--- src/rtl/auxAddrPkg.sv ---
package auxAddrPkg;

  typedef enum logic [2:0] {
    STEP_HOLD    = 3'd0,
    STEP_INC     = 3'd1,
    STEP_DEC     = 3'd2,
    STEP_ADD_IDX = 3'd3,
    STEP_SUB_IDX = 3'd4,
    STEP_REV_ADD = 3'd5,
    STEP_REV_SUB = 3'd6,
    STEP_RSVD    = 3'd7
  } stepMode_e;

  typedef enum logic [1:0] {
    REL_EQ = 2'd0,
    REL_LT = 2'd1,
    REL_GT = 2'd2,
    REL_NE = 2'd3
  } cmpRel_e;

  typedef enum logic [1:0] {
    PSRC_KEEP,
    PSRC_NEW,
    PSRC_STATUS,
    PSRC_RESTORE
  } ptrSrc_e;

  typedef struct packed {
    logic    access;
    logic    modify;
    logic    useIdx;
    logic    subtract;
    logic    bitRev;
    logic    compare;
    cmpRel_e rel;
  } pathCtl_t;

endpackage

--- src/rtl/auxStepUnit.sv ---
module auxStepUnit #(
  parameter int W = 16
) (
  input  logic [W-1:0] base,
  input  logic [W-1:0] idx,
  input  logic         useIdx,
  input  logic         subtract,
  input  logic         bitRev,
  output logic [W-1:0] result
);

  localparam logic [W-1:0] ONE = {{(W-1){1'b0}}, 1'b1};

  logic [W-1:0] amount;
  logic [W-1:0] baseRev;
  logic [W-1:0] amtRev;
  logic [W-1:0] sumNorm;
  logic [W-1:0] sumRev;
  logic [W-1:0] sumRevBack;

  assign amount = useIdx ? idx : ONE;

  for (genvar b = 0; b < W; b++) begin : g_rev
    assign baseRev[b]    = base[W-1-b];
    assign amtRev[b]     = amount[W-1-b];
    assign sumRevBack[b] = sumRev[W-1-b];
  end

  always_comb begin
    sumNorm = subtract ? (base - amount) : (base + amount);
    sumRev  = subtract ? (baseRev - amtRev) : (baseRev + amtRev);
    result  = bitRev ? sumRevBack : sumNorm;
  end

endmodule

--- src/rtl/auxAddrCtrl.sv ---
module auxAddrCtrl
  import auxAddrPkg::*;
#(
  parameter int PTR_W = 3
) (
  input  logic             clk,
  input  logic             rstN,
  input  logic             accessEn,
  input  logic [2:0]       stepSel,
  input  logic             cmpEn,
  input  logic [1:0]       cmpSel,
  input  logic             ptrLoadEn,
  input  logic [PTR_W-1:0] ptrNew,
  input  logic             stPtrEn,
  input  logic             stRestoreEn,
  input  logic [PTR_W-1:0] stVal,
  output pathCtl_t         ctl,
  output logic [PTR_W-1:0] curPtr,
  output logic [PTR_W-1:0] prevPtr
);

  ptrSrc_e ptrSrc;

  always_comb begin
    ctl          = '0;
    ctl.access   = accessEn;
    ctl.compare  = cmpEn;
    ctl.rel      = cmpRel_e'(cmpSel);
    case (stepMode_e'(stepSel))
      STEP_INC:     ctl.modify = accessEn;
      STEP_DEC:     begin ctl.modify = accessEn; ctl.subtract = 1'b1; end
      STEP_ADD_IDX: begin ctl.modify = accessEn; ctl.useIdx = 1'b1; end
      STEP_SUB_IDX: begin ctl.modify = accessEn; ctl.useIdx = 1'b1; ctl.subtract = 1'b1; end
      STEP_REV_ADD: begin ctl.modify = accessEn; ctl.useIdx = 1'b1; ctl.bitRev = 1'b1; end
      STEP_REV_SUB: begin
        ctl.modify   = accessEn;
        ctl.useIdx   = 1'b1;
        ctl.bitRev   = 1'b1;
        ctl.subtract = 1'b1;
      end
      default:      ctl.modify = 1'b0;
    endcase
  end

  always_comb begin
    if (stRestoreEn)    ptrSrc = PSRC_RESTORE;
    else if (stPtrEn)   ptrSrc = PSRC_STATUS;
    else if (ptrLoadEn) ptrSrc = PSRC_NEW;
    else                ptrSrc = PSRC_KEEP;
  end

  always_ff @(posedge clk or negedge rstN) begin
    if (!rstN) begin
      curPtr  <= '0;
      prevPtr <= '0;
    end else begin
      case (ptrSrc)
        PSRC_RESTORE: begin curPtr <= stVal;  prevPtr <= stVal;  end
        PSRC_STATUS:  curPtr <= stVal;
        PSRC_NEW:     begin curPtr <= ptrNew; prevPtr <= curPtr; end
        default:      ;
      endcase
    end
  end

endmodule

--- src/rtl/auxAddrPath.sv ---
module auxAddrPath
  import auxAddrPkg::*;
#(
  parameter int DATA_W = 16,
  parameter int NUM_AR = 8,
  parameter int PTR_W  = 3
) (
  input  logic              clk,
  input  logic              rstN,
  input  pathCtl_t          ctl,
  input  logic [PTR_W-1:0]  sel,
  input  logic              regWe,
  input  logic [PTR_W-1:0]  regWaddr,
  input  logic [DATA_W-1:0] regWdata,
  input  logic              idxWe,
  input  logic [DATA_W-1:0] idxWdata,
  input  logic              limWe,
  input  logic [DATA_W-1:0] limWdata,
  output logic [DATA_W-1:0] dataAddr,
  output logic              addrValid,
  output logic              testFlag
);

  logic [DATA_W-1:0] arFile [NUM_AR];
  logic [DATA_W-1:0] idxReg;
  logic [DATA_W-1:0] limReg;
  logic [DATA_W-1:0] selVal;
  logic [DATA_W-1:0] nextVal;
  logic              relHit;

  assign selVal = arFile[sel];

  auxStepUnit #(.W(DATA_W)) i_step (
    .base     (selVal),
    .idx      (idxReg),
    .useIdx   (ctl.useIdx),
    .subtract (ctl.subtract),
    .bitRev   (ctl.bitRev),
    .result   (nextVal)
  );

  for (genvar gi = 0; gi < NUM_AR; gi++) begin : g_ar
    logic [DATA_W-1:0] q;
    always_ff @(posedge clk or negedge rstN) begin
      if (!rstN)                                      q <= '0;
      else if (regWe && regWaddr == PTR_W'(gi))       q <= regWdata;
      else if (ctl.modify && sel == PTR_W'(gi))       q <= nextVal;
    end
    assign arFile[gi] = q;
  end

  always_ff @(posedge clk or negedge rstN) begin
    if (!rstN) begin
      idxReg <= '0;
      limReg <= '0;
    end else begin
      if (idxWe) idxReg <= idxWdata;
      if (limWe) limReg <= limWdata;
    end
  end

  always_comb begin
    case (ctl.rel)
      REL_EQ:  relHit = (selVal == limReg);
      REL_LT:  relHit = (selVal <  limReg);
      REL_GT:  relHit = (selVal >  limReg);
      default: relHit = (selVal != limReg);
    endcase
  end

  always_ff @(posedge clk or negedge rstN) begin
    if (!rstN) begin
      dataAddr  <= '0;
      addrValid <= 1'b0;
      testFlag  <= 1'b0;
    end else begin
      addrValid <= ctl.access;
      if (ctl.access)  dataAddr <= selVal;
      if (ctl.compare) testFlag <= relHit;
    end
  end

endmodule

--- src/rtl/auxAddrUnit.sv ---
module auxAddrUnit
  import auxAddrPkg::*;
#(
  parameter int DATA_W = 16,
  parameter int NUM_AR = 8,
  localparam int PTR_W = $clog2(NUM_AR)
) (
  input  logic              clk,
  input  logic              rstN,
  input  logic              accessEn,
  input  logic [2:0]        stepSel,
  input  logic              ptrLoadEn,
  input  logic [PTR_W-1:0]  ptrNew,
  input  logic              stPtrEn,
  input  logic              stRestoreEn,
  input  logic [PTR_W-1:0]  stVal,
  input  logic              cmpEn,
  input  logic [1:0]        cmpSel,
  input  logic              regWe,
  input  logic [PTR_W-1:0]  regWaddr,
  input  logic [DATA_W-1:0] regWdata,
  input  logic              idxWe,
  input  logic [DATA_W-1:0] idxWdata,
  input  logic              limWe,
  input  logic [DATA_W-1:0] limWdata,
  output logic [DATA_W-1:0] dataAddr,
  output logic              addrValid,
  output logic              testFlag,
  output logic [PTR_W-1:0]  ptrOut,
  output logic [PTR_W-1:0]  bufOut
);

  pathCtl_t ctl;

  auxAddrCtrl #(.PTR_W(PTR_W)) i_ctrl (
    .clk         (clk),
    .rstN        (rstN),
    .accessEn    (accessEn),
    .stepSel     (stepSel),
    .cmpEn       (cmpEn),
    .cmpSel      (cmpSel),
    .ptrLoadEn   (ptrLoadEn),
    .ptrNew      (ptrNew),
    .stPtrEn     (stPtrEn),
    .stRestoreEn (stRestoreEn),
    .stVal       (stVal),
    .ctl         (ctl),
    .curPtr      (ptrOut),
    .prevPtr     (bufOut)
  );

  auxAddrPath #(.DATA_W(DATA_W), .NUM_AR(NUM_AR), .PTR_W(PTR_W)) i_path (
    .clk       (clk),
    .rstN      (rstN),
    .ctl       (ctl),
    .sel       (ptrOut),
    .regWe     (regWe),
    .regWaddr  (regWaddr),
    .regWdata  (regWdata),
    .idxWe     (idxWe),
    .idxWdata  (idxWdata),
    .limWe     (limWe),
    .limWdata  (limWdata),
    .dataAddr  (dataAddr),
    .addrValid (addrValid),
    .testFlag  (testFlag)
  );

endmodule

--- config.mk ---
export PLATFORM = sky130hd
export DESIGN_NAME = auxAddrUnit
export DESIGN_NICKNAME = d
export VERILOG_FILES = /design/src/rtl/auxAddrPkg.sv /design/src/rtl/auxStepUnit.sv /design/src/rtl/auxAddrCtrl.sv /design/src/rtl/auxAddrPath.sv /design/src/rtl/auxAddrUnit.sv
export SDC_FILE = /design/constraint.sdc
export NUM_CORES = 1
export LEC_CHECK = 0
export BUFFER_PORTS_ARGS = -buffer_cell sky130_fd_sc_hd__buf_4
export CAP_MARGIN = 20
export CORE_MARGIN = 10
export CORE_UTILIZATION = 41
export DETAILED_ROUTE_END_ITERATION = 8
export GPL_TIMING_DRIVEN = 1
export MAX_ROUTING_LAYER = met4
export PLACE_DENSITY = 0.58
export SLEW_MARGIN = 20
export SYNTH_ARGS = -nofsm -noshare
export SYNTH_HDL_FRONTEND = slang
export SYNTH_SLANG_ARGS = --single-unit
--- constraint.sdc ---
create_clock -name clk -period 4.15 [get_ports clk]
set_input_delay 0.415 -clock clk [delete_from_list [all_inputs] [get_ports clk]]
set_output_delay 0.415 -clock clk [all_outputs]
set_load 0.02 [all_outputs]
After elaboration in Yosys (flattened, before gate mapping)
Index checks and enable logic that the tools add are counted.
{"block": "totals", "reg_bits": 184, "latchBits": 0, "ramBits": 0, "mem_bits_ro": 0, "in_bits": 72, "out_inout_bits": 24, "word_cells": 117, "memories": 0}
{"block": "classes", "n_addsub": 4, "n_mul": 0, "n_div": 0, "n_lt_le_gt_ge": 3, "eq_ne": 27, "n_shift": 0, "muxes": 33, "bitwise_logic": 1, "reduce_logical": 34}
{"operator": "16-bit 2-to-1 mux", "count": 22}
{"operator": "16-bit binary-select mux with 3-bit select", "count": 1}
{"operator": "3-bit equality test (second input constant)", "count": 11}
{"operator": "16-bit adder", "count": 2}
{"operator": "16-bit subtractor", "count": 2}
{"operator": "2-bit nonzero test", "count": 10}
{"operator": "3-bit by 2-bit equality test with 1-bit output (second input constant)", "count": 6}
{"operator": "16-bit equality test", "count": 1}
{"operator": "16-bit > comparator", "count": 1}
{"operator": "1-bit logical AND", "count": 16}
{"operator": "16-bit less-than comparator", "count": 1}
{"operator": "16-bit != test", "count": 1}
{"operator": "3-bit one-hot mux with 2 select lines", "count": 2}
{"operator": "3-bit by 1-bit equality test with 1-bit output (second input constant)", "count": 3}
{"operator": "2-bit equality test (second input constant)", "count": 3}
{"operator": "3-bit logical NOT", "count": 2}
{"operator": "6-bit OR reduction", "count": 1}
{"operator": "1-bit 2-to-1 mux", "count": 5}
{"operator": "2-bit by 1-bit equality test with 1-bit output (second input constant)", "count": 2}
{"operator": "4-bit >= comparator (second input constant)", "count": 1}
{"operator": "2-bit 2-to-1 mux", "count": 2}
{"operator": "3-bit NOT with 4-bit output", "count": 1}
{"operator": "2-bit OR reduction", "count": 2}
{"operator": "4-bit OR reduction", "count": 1}
{"operator": "3 further kinds", "count": 3}

Logic depth before layout (Yosys ltp)
Gate-level depths: netlist of the first run.
{"block": "logic_depth", "ltp_word": 9, "mapped_depth": 21, "depth_no_buf": 19}

Hierarchy
From an unflattened synthesis of the first run, not the netlist that was laid out.
{"block": "hier_totals", "hier_cells": 1278, "hier_area_um2": 12365.6}
{"module": "auxAddrPath", "instances": 1, "cells_per_inst": 844, "area_per_inst_um2": 9351.5, "seq_area_each_um2": 4454.3}
{"module": "auxStepUnit", "instances": 1, "cells_per_inst": 390, "area_per_inst_um2": 2587.5, "seq_area_each_um2": 0.0}
{"module": "auxAddrCtrl", "instances": 1, "cells_per_inst": 44, "area_per_inst_um2": 426.7, "seq_area_each_um2": 150.1}

Worst setup path before layout of the first run
No wires, ideal clock.
{"block": "synth_timing", "kind": "input -> register", "from": "input port stepSel[1]", "to": "register i_path.g_ar[0].q[1]", "setup_time_ns": 0.145, "arrival_ns": 4.148, "required_ns": 4.005, "path_slack_ns": -0.143, "path_stages": 20, "path_buffers": 2, "path_cell_list": "buf_2 > nand2_1 > xnor2_1 > clkbuf_1 > nand2_1 > ha_1 > o22ai_1 > or2_2 > nor4_1 > a21oi_1 > o21ai_0 > a21oi_1 > ha_1 > nand2_1 > nor2_1 > a211oi_1 > nand2_1 > a41oi_1 > mux2i_1 > a21oi_1"}
{"block": "synth_between", "elab_chain_len": 9, "elab_cells_between_ends": 26, "cone_classes": "add/sub (4); eq/ne (6); mux (10); reduce/logical (6)"}
{"item": "from (decl)", "line": "auxAddrUnit.sv:11", "rtl": "input logic [2:0] stepSel,"}
{"item": "3-bit by 2-bit equality test with 1-bit output / 3-bit equality test (equally long branches)", "line": "auxAddrCtrl.sv:29", "rtl": "case (stepMode_e'(stepSel))"}
{"item": "4-bit OR reduction (no source line)"}
{"item": "1-bit 2-to-1 mux", "line": "auxAddrCtrl.sv:29"}
{"item": "16-bit 2-to-1 mux", "line": "auxStepUnit.sv:21", "rtl": "assign amount = useIdx ? idx : ONE;"}
{"item": "16-bit adder (tied with other cells)", "line": "auxStepUnit.sv:30", "rtl": "sumNorm = subtract ? (base - amount) : (base + amount);"}
{"item": "16-bit 2-to-1 mux (on tied branches)", "line": "auxStepUnit.sv:30, auxStepUnit.sv:31"}
{"item": "16-bit 2-to-1 mux", "line": "auxStepUnit.sv:32", "rtl": "result = bitRev ? sumRevBack : sumNorm;"}
{"item": "16-bit 2-to-1 mux", "line": "auxAddrPath.sv:47", "rtl": "else if (ctl.modify && sel == PTR_W'(gi)) q <= nextVal;"}
{"item": "16-bit 2-to-1 mux", "line": "auxAddrPath.sv:46", "rtl": "else if (regWe && regWaddr == PTR_W'(gi)) q <= regWdata;"}
{"item": "to (signal assigned)", "line": "auxAddrPath.sv:46"}
{"item": "to (signal assigned)", "line": "auxAddrPath.sv:47"}
{"item": "to (decl)", "line": "auxAddrPath.sv:43", "rtl": "logic [DATA_W-1:0] q;"}
Parallel ways exist; a longest one is shown, timed or not. The select of a mux whose other input is x is not followed.
A chain may end at the register's enable or synchronous reset.

Worst setup path in the final report of the first run
{"block": "layout_timing", "from": "register i_ctrl.curPtr[1]", "to": "register i_path.g_ar[2].q[10]"}
{"block": "layout_between", "elab_chain_len": 9, "elab_cells_between_ends": 16, "cone_classes": "add/sub (4); eq/ne (1); mux (8); bitwise (1); reduce/logical (2)"}
{"item": "from (decl)", "line": "auxAddrCtrl.sv:18", "rtl": "output logic [PTR_W-1:0] curPtr,"}
{"item": "from (signal assigned)", "line": "auxAddrCtrl.sv:58", "rtl": "PSRC_RESTORE: begin curPtr <= stVal; prevPtr <= stVal; end"}
{"item": "from (signal assigned)", "line": "auxAddrCtrl.sv:59", "rtl": "PSRC_STATUS: curPtr <= stVal;"}
{"item": "from (signal assigned)", "line": "auxAddrCtrl.sv:60", "rtl": "PSRC_NEW: begin curPtr <= ptrNew; prevPtr <= curPtr; end"}
{"item": "3-bit NOT with 4-bit output (implied by the code)", "line": "auxAddrPath.sv:31", "rtl": "assign selVal = arFile[sel];"}
{"item": "16-bit binary-select mux with 3-bit select", "line": "auxAddrPath.sv:31"}
{"item": "16-bit 2-to-1 mux (implied by the code) (2 in series)", "line": "auxAddrPath.sv:31"}
{"item": "16-bit adder (tied with other cells)", "line": "auxStepUnit.sv:30"}
{"item": "16-bit 2-to-1 mux (on tied branches)", "line": "auxStepUnit.sv:30, auxStepUnit.sv:31"}
{"item": "16-bit 2-to-1 mux", "line": "auxStepUnit.sv:32"}
{"item": "16-bit 2-to-1 mux", "line": "auxAddrPath.sv:47"}
{"item": "16-bit 2-to-1 mux", "line": "auxAddrPath.sv:46"}
{"item": "to (signal assigned)", "line": "auxAddrPath.sv:46"}
{"item": "to (signal assigned)", "line": "auxAddrPath.sv:47"}
{"item": "to (decl)", "line": "auxAddrPath.sv:43"}
Parallel ways exist; a longest one is shown, timed or not. The select of a mux whose other input is x is not followed.

==> results of run 1 <==
## cell usage after synthesis (3+ instances only)
cell type and count:
nand3b_1 3, o22ai_1 10, and3_1 28, mux2i_1 9, nor2b_1 16, xnor2_1 20, and2_1 4, or2_2 4
nand4_1 6, o31ai_1 3, xor2_1 17, a21oi_1 155, nor3_1 22, dfrtp_1 184, clkbuf_1 65, nor3_2 4
inv_1 28, nand2b_1 11, o21a_1 9, o211ai_1 10, nand3_1 16, ha_1 48, o41ai_1 3, a31oi_1 33
a22oi_1 4, mux4_2 28, nor2_1 143, a21o_1 23, o21ai_0 162, a211oi_1 25, or3_1 20, a221o_1 8
nor4_1 4, mux2_2 18, o21bai_1 4, buf_2 17, o2111ai_1 3, mux4_1 4, nand2_1 197, buf_1 17
## sequential cells by signal (all words and copies together), names as in the netlist
signal            count
i_path.addrValid      1
i_path.g_ar.q       128
i_ctrl.curPtr         3
i_path.limReg        16
i_path.dataAddr      16
i_path.testFlag       1
i_ctrl.prevPtr        3
i_path.idxReg        16
## path summary, 6_finish.rpt
check | to | slack, ns | from
setup / recovery | i_path.g_ar[2].q[10] | 0.14 | i_ctrl.curPtr[1]
hold / removal | i_path.limReg[9] | -0.02 | rstN
setup reg to reg | i_path.g_ar[2].q[10] | 0.14 | i_ctrl.curPtr[1]
hold reg to reg | i_path.dataAddr[0] | 0.53 | i_path.dataAddr[0]
max in group asynchronous | i_ctrl.curPtr[0] | 3.14 | rstN
min in group clk | i_path.limReg[12] | 0.18 | limWdata[12]
## final cells by class
cell class              instances  area (sq um)  share of cell area (%)
clock buffers                  17           425                    2.95
clock inverters                14           161                    1.12
inverters                      30           113                   0.780
multi-input cells            1114          7140                    49.5
flip-flops and latches        184          4610                    31.9
well taps                     390           488                    3.38
repair buffers                186          1490                    10.4
## critical path: stages, from the launching register on
cell	delay [ns]
dfrtp_2	0.47
mux4_1	0.59
mux2i_1	0.20
buf_4	0.15
ha_1	0.16
inv_1	0.06
fa_1	0.39
a21o_1	0.17
a21o_1	0.26
a211oi_2	0.29
o21bai_1	0.18
mux2_2	0.33
a22oi_4	0.33
a21oi_1	0.12
a21o_1	0.19
## metrics by stage
stage / util [%] / power, mW / cells
detailed placement: 46.8 / 7.65 / 1903
finish: 48.9 / 9.44 / 1935
CTS: 48.8 / 9.34 / 1934
floorplan: - / 5.70 / 1429
global route: 48.9 / 10.0 / 1935
global placement: 46.8 / 7.61 / 1903
## power by group
part / internal (mW) / total (mW) / switching (mW)
Sequential: 2.38 / 2.73 / 0.348
Combinational: 2.21 / 5.04 / 2.82
Clock: 0.809 / 1.67 / 0.864
Total: 5.40 / 9.44 / 4.04
## cells by family (layout without fill, tap and decap cells)
| group | count (synthesis) | count (layout) |
|---|---|---|
| and+or+nand+nor | 488 | 488 |
| AOI/OAI and AO/OA | 478 | 478 |
| DFF | 184 | 184 |
| buffers and inverters | 131 | 247 |
| muxes | 60 | 60 |
| adders and majority gates | 50 | 50 |
| xor gates and xnor gates | 38 | 38 |
## timing repair
action | CTS | global route
endpoints found under the setup margin | 0 | 30
resized for setup | 0 | 4
setup buffers | 0 | 0
endpoints found under the hold margin | 0 | 0
## per-layer routing
metal	track usage [%]	up-vias	wire, um
met5	-	-	0
li1	-	5356	-
met4	7.57	0	1190
met1	34.2	5681	19900
met3	3.83	83	4170
met2	37.1	624	20200
==> summary.md, run 1 <==
| Metric | Value |
|---|---|
| # IOs | 96 |
| Root Buffer | clkbuf_16 |
| Max-Cap Viols | 0 |
| Leakage power figure | 6.28 nW |
| Gr ovfl total | 0 |
| Wire per inst | 23.5 um |
| Post-synthesis net count | 1,551 |
| PwrDens | 654 nW/um^2 |
| Initial antenna violation count | 0 |
| Via count | 11.7k |
| Fin crit share | 96.6% |
| Via density per instance | 6.07 |
| Drt drc | 0 |
| Startpoint Class | flop |
| Vias in the first global route | 11.1k |
| CTS tree | yes |
| Total CTS buffers | 17 |
| Peak supply drop | 359 uV |
| Synth Area in Adders | 5.24% |
| Reg2reg path depth | 14 |
| Clk sinks | 184 |
| EDFF count, synth | 0 |
| Fmax | 250 MHz |
| Critical-path maximum fanout | 8 |
| Drt pass-1 iters | 6 |
| Synth Warn # | 0 |
| Worst-Margin Slew | 1.06 ns |
| DRT iter0 DRCs | 1,384 |
| Area share of the largest cell type after synthesis | 37.7% |
| Worst Hold Class | primary input to asynchronous set/reset pin |
| Synth Area in Compound Gates | 23.2% |
| Chip width | 193 um |
| Max-slew violations | 0 |
| DP Worst Slack | 0.00379 ns |
| Die H | 193 um |
| Relative slew slack | 29.1% |
| Worst-Skew Late Latency | 0.45 ns |
| Main combinational cell family by area after synthesis | compound AO/OA/AOI/OAI gates |
| Core ar. | 29,500 sq um |
| Final hold viol count | 4 |
| Total GRT Usage | 24.9% |
| Commonest non-fill, non-tap cells in the layout | nand2_1 (197), dfrtp_1 (182), buf_4 (177) |
| Most common cell after layout, fill and taps aside | nand2_1 |
| Final min period | 4.01 ns |
| Die area | 37,100 sq um |
| Data arrival, critical path | 4.35 ns |
| Endpoint type of the worst setup path | flop |
| Post-synthesis xor/xnor area fraction | 2.79% |
| I/O Buffers | 95 |
| Longest Clk Path Bufs | 2 |
| Synthesis-to-layout area growth | 18.1% |
| Diode count | 0 |
| ANT nets after route | 0 |
| Top FF cell, synth | dfrtp_1 |
| Drt total wl | 45,400 um |
| Clock slew at reported path FFs | 0.08 ns |
| Number of cell rows | 63 |
| Cells after Synth | 1,429 |
| Fin nets | 1,655 |
| DP Area | 13,800 sq um |
| Post-synth ARST share | 100% |
| Post-route cell area | 14,400 sq um |
| Post-synthesis sequential area ratio | 37.7% |
| Status | finished with violations |
| First-pass GRT wire length | 68,800 um |
| Placed wire-length estimate | 32,300 um |
| Most area-consuming cells after synthesis | dfrtp_1 (38%), o21ai_0 (6.6%), a21oi_1 (6.3%) |
| Avg Cell Area, Syn | 8.55 sq um |
| Mux cell area share after synthesis | 8.60% |
| Syn Std Cell Area | 12,200 sq um |
| Largest net degree at the start of global routing | 99 |
| Simple-Gate Fraction of Synth Area | 18.2% |
| Unique cell type count in the Yosys netlist | 75 |
| Violated checks | negative hold slack |
| CP required | 4.49 ns |
| H-tree depth | 4 |
| Layout cell share with drive strength beyond 1 | 19.0% |
| Worst-case clock skew | 0.0171 ns |
| Setup violators final | 0 |
| Hold-fix buffers, CTS | 0 |
| Fillers | 2,806 |
| GPL Wtd Cong | 0.961 |
| Post-synth top area cell | dfrtp_1 |
| #FFs+latches synth | 184 |
| WHS | -0.0221 ns |
| Initial core utilization | 41.4% |
| Final setup TNS | 0 ns |
| Critical path class | flop to flop |
| Worst Setup Slack, final | 0.142 ns |
No activity file was read; power rests on OpenSTA's default activity.
==> run 2, diff against run 1 <==
--- a/config.mk
+++ b/config.mk
@@ -5,14 +5,14 @@
 export SDC_FILE = /design/constraint.sdc
 export NUM_CORES = 1
 export LEC_CHECK = 0
-export BUFFER_PORTS_ARGS = -buffer_cell sky130_fd_sc_hd__buf_4
 export CAP_MARGIN = 20
 export CORE_MARGIN = 10
 export CORE_UTILIZATION = 41
 export DETAILED_ROUTE_END_ITERATION = 8
+export DONT_BUFFER_PORTS = 1
 export GPL_TIMING_DRIVEN = 1
 export MAX_ROUTING_LAYER = met4
-export PLACE_DENSITY = 0.58
+export PLACE_DENSITY = 0.55
 export SLEW_MARGIN = 20
 export SYNTH_ARGS = -nofsm -noshare
 export SYNTH_HDL_FRONTEND = slang
==> constraint.sdc (replaced) <==
create_clock -name clk -period 3.22 [get_ports clk]
set_input_delay 0.322 -clock clk [delete_from_list [all_inputs] [get_ports clk]]
set_output_delay 0.322 -clock clk [all_outputs]
set_load 0.02 [all_outputs]
==> run 2 against run 1 <==
  * The run ends with negative hold slack, negative setup slack left
  * Maximum frequency increased by 14%
  * Final area increased by 22%
  * Hold slack got worse by 0.43 ns
  * Count of clock-buffer cells in the layout increased by 1
  * Register-to-register slack got worse by 0.44 ns
  * First-iteration DRC count decreased by 9.5%
  * Critical path depth unchanged
  * Combinational power increased by 91%
  * Die area unchanged
  * Non-clock buffer count increased by 155
  * Clock skew decreased by 0.0037 ns
  * Critical path type unchanged
==> summary.md, run 2 (synthesis gave the netlist of run 1 again) <==
| Metric | Value |
|---|---|
| Placed wire-length estimate | 35,000 um (+8.5%) |
| # IOs | 96 (unchanged) |
| Largest net degree at the start of global routing | 185 (+87%) |
| Most frequent CP cell | a21o_1 |
| Number of flip-flops under the largest register name | 128 (unchanged) |
| Layout cell share with drive strength beyond 1 | 39.3% (+20 points) |
| Worst path buffer plus inverter count | 2 (unchanged) |
| CTS tree | yes |
| Root Buffer | clkbuf_16 |
| Final min period | 3.52 ns (-0.491 ns) |
| WHS | -0.447 ns (-0.425 ns) |
| Core ar. | 29,500 sq um (unchanged) |
| Die area | 37,100 sq um (unchanged) |
| Total CTS buffers | 17 (unchanged) |
| Synthesis-to-layout area growth | 44.1% |
| Reg2reg path depth | 14 (unchanged) |
| Worst Setup Slack, final | -0.297 ns (-0.439 ns) |
| Worst Hold Class | primary input to asynchronous set/reset pin |
| CP required | 3.56 ns (-0.93 ns) |
| Critical-path maximum fanout | 8 (unchanged) |
| PwrDens | 878 nW/um^2 (+34%) |
| Slowest CP cell | mux4_2 |
| Clk sinks | 184 (unchanged) |
| Drt pass-1 iters | 5 (-1) |
| Via count | 12.7k (+8.1%) |
| Longest Clk Path Bufs | 2 (unchanged) |
| Endpoint type of the worst setup path | flop |
| Worst-Skew Late Latency | 0.46 ns (about the same) |
| Fmax | 284 MHz (+14%) |
| CP max stage delay | 0.54 ns (-0.05 ns) |
| Crit-path cells | mux4_2 -> mux2i_4 -> ha_4 -> inv_2 -> fa_2 -> a21o_1 -> a21o_1 -> a211oi_2 -> o21bai_2 -> mux2_4 -> a22oi_4 -> buf_12 -> a21oi_2 -> a21o_1 |
| Critical path depth | 14 (unchanged) |
| Clock slew at reported path FFs | 0.07 ns (about the same) |
| Die H | 193 um (unchanged) |
| Relative slew slack | 27.7% (-1.4 points) |
| Unrepaired setup endpoints after global routing | true |
| I/O Buffers | 0 (-100%) |
| Initial antenna violation count | 1 (+1) |
| Fin nets | 1,810 (+9.4%) |
| Data arrival, critical path | 3.86 ns (-0.49 ns) |
| Top reg by flops | i_path.g_ar.q |
| Top Family by Delay on Critical Path | compound AO/OA/AOI/OAI gates |
| Most common cell after layout, fill and taps aside | buf_4 |
| DP Area | 14,600 sq um (+5.9%) |
| Drt drc | 0 (unchanged) |
| Max-Cap Viols | 0 (unchanged) |
| DRT iter0 DRCs | 1,253 (-9.5%) |
| H-tree depth | 4 (unchanged) |
| Violated checks | negative hold slack, negative setup slack |
| Initial core utilization | 41.4% (unchanged) |
| Critical path class | flop to flop |
| GPL Wtd Cong | 0.980 (+2.0%) |
| Startpoint Class | flop |
| Worst-Margin Slew | 1.08 ns (+0.0233 ns) |
| Chip width | 193 um (unchanged) |
| Peak supply drop | 629 uV (+75%) |
| Max-slew violations | 0 (unchanged) |
| Number of cell rows | 63 (unchanged) |
| Drt total wl | 52,100 um (+15%) |
| Fin crit share | 109% (+13 points) |
| Setup violators final | 129 (+129) |
| Total GRT Usage | 28.3% (+3.4 points) |
| Via density per instance | 6.07 (about the same) |
| Vias in the first global route | 12.5k (+12%) |
| First-pass GRT wire length | 77,100 um (+12%) |
| Gr ovfl total | 0 (unchanged) |
| Leakage power figure | 7.46 nW (+19%) |
| Post-route cell area | 17,600 sq um (+22%) |
| Final setup TNS | -22.85 ns (-22.85 ns) |
| Commonest non-fill, non-tap cells in the layout | buf_4 (262), dfrtp_1 (181), nand2_1 (135) |
| ANT nets after route | 0 (unchanged) |
| Worst-case clock skew | 0.0134 ns (-0.00373 ns) |
| Final hold viol count | 184 (+180) |
| Wire per inst | 24.9 um (+6.0%) |
| Status | finished with violations |
run 2: stage by stage:
stage	util [%]	total power [mW]	cells	setup WS (ns)
after floorplan	-	7.69	1429	-0.333
after global placement	49.6	10.8	1969	-0.453
after detailed placement	49.6	10.8	1969	-0.479
after CTS	56.6	14.3	2068	-0.288
after global routing	59.7	16.2	2091	-0.381
final	59.7	15.5	2091	-0.297
run 2: layer usage:
metal | global-route usage [%] | wire length (um) | share of wire [%]
met5 | - | 0 | 0
met4 | 9.18 | 1520 | 2.9
met3 | 5.22 | 3980 | 7.6
met2 | 44.9 | 25100 | 48
met1 | 36.0 | 21500 | 41
run 2: area by class of cell:
type                            instances  area (sq um)
Inverter                               30           113
Sequential cell                       184          4610
Clock inverter                         13           141
Clock buffer                           18           429
Multi-Input combinational cell       1114          8820
Tap cell                              390           488
Fill cell                            2542         11900
Antenna cell                            1          2.50
Timing Repair Buffer                  341          3000
run 2: report_power, final:
part | total, mW | internal, mW | leakage [nW] | switching (mW)
clock network | 2.15 | 1.09 | 0.262 | 1.06
logic | 9.63 | 4.72 | 5.03 | 4.91
registers | 3.67 | 3.07 | 2.17 | 0.603
run 2: timing repair:
action                                  in CTS  in global routing
buffers inserted                            37                 27
gates resized for setup                    219                159
cloned                                       2                  1
hold endpoints to repair                   296                185
endpoints found under the setup margin     129                129
pin swaps                                  123                127
hold buffers                                34                  1
run 2: final timing paths:
path	end	slack, ns	from
setup / recovery	i_path.g_ar[2].q[10]	-0.30	i_ctrl.curPtr[1]
hold / removal	i_path.idxReg[10]	-0.45	rstN
hold reg to reg	i_path.limReg[0]	0.52	i_path.limReg[0]
setup reg to reg	i_path.g_ar[2].q[10]	-0.30	i_ctrl.curPtr[1]
min in group clk	i_path.g_ar[7].q[14]	0.01	regWdata[14]
max in group asynchronous	i_ctrl.curPtr[0]	3.05	rstN
run 2: worst reg2reg max path, delay by kind of cell, from the launching register on:
family	cells	cell delay [ns]
buffers and inverters	2	0.20
AO/OA/AOI/OAI	7	1.18
adder cells (fa/ha/maj)	2	0.51
multiplexers	3	1.08
flip-flops	1	0.43
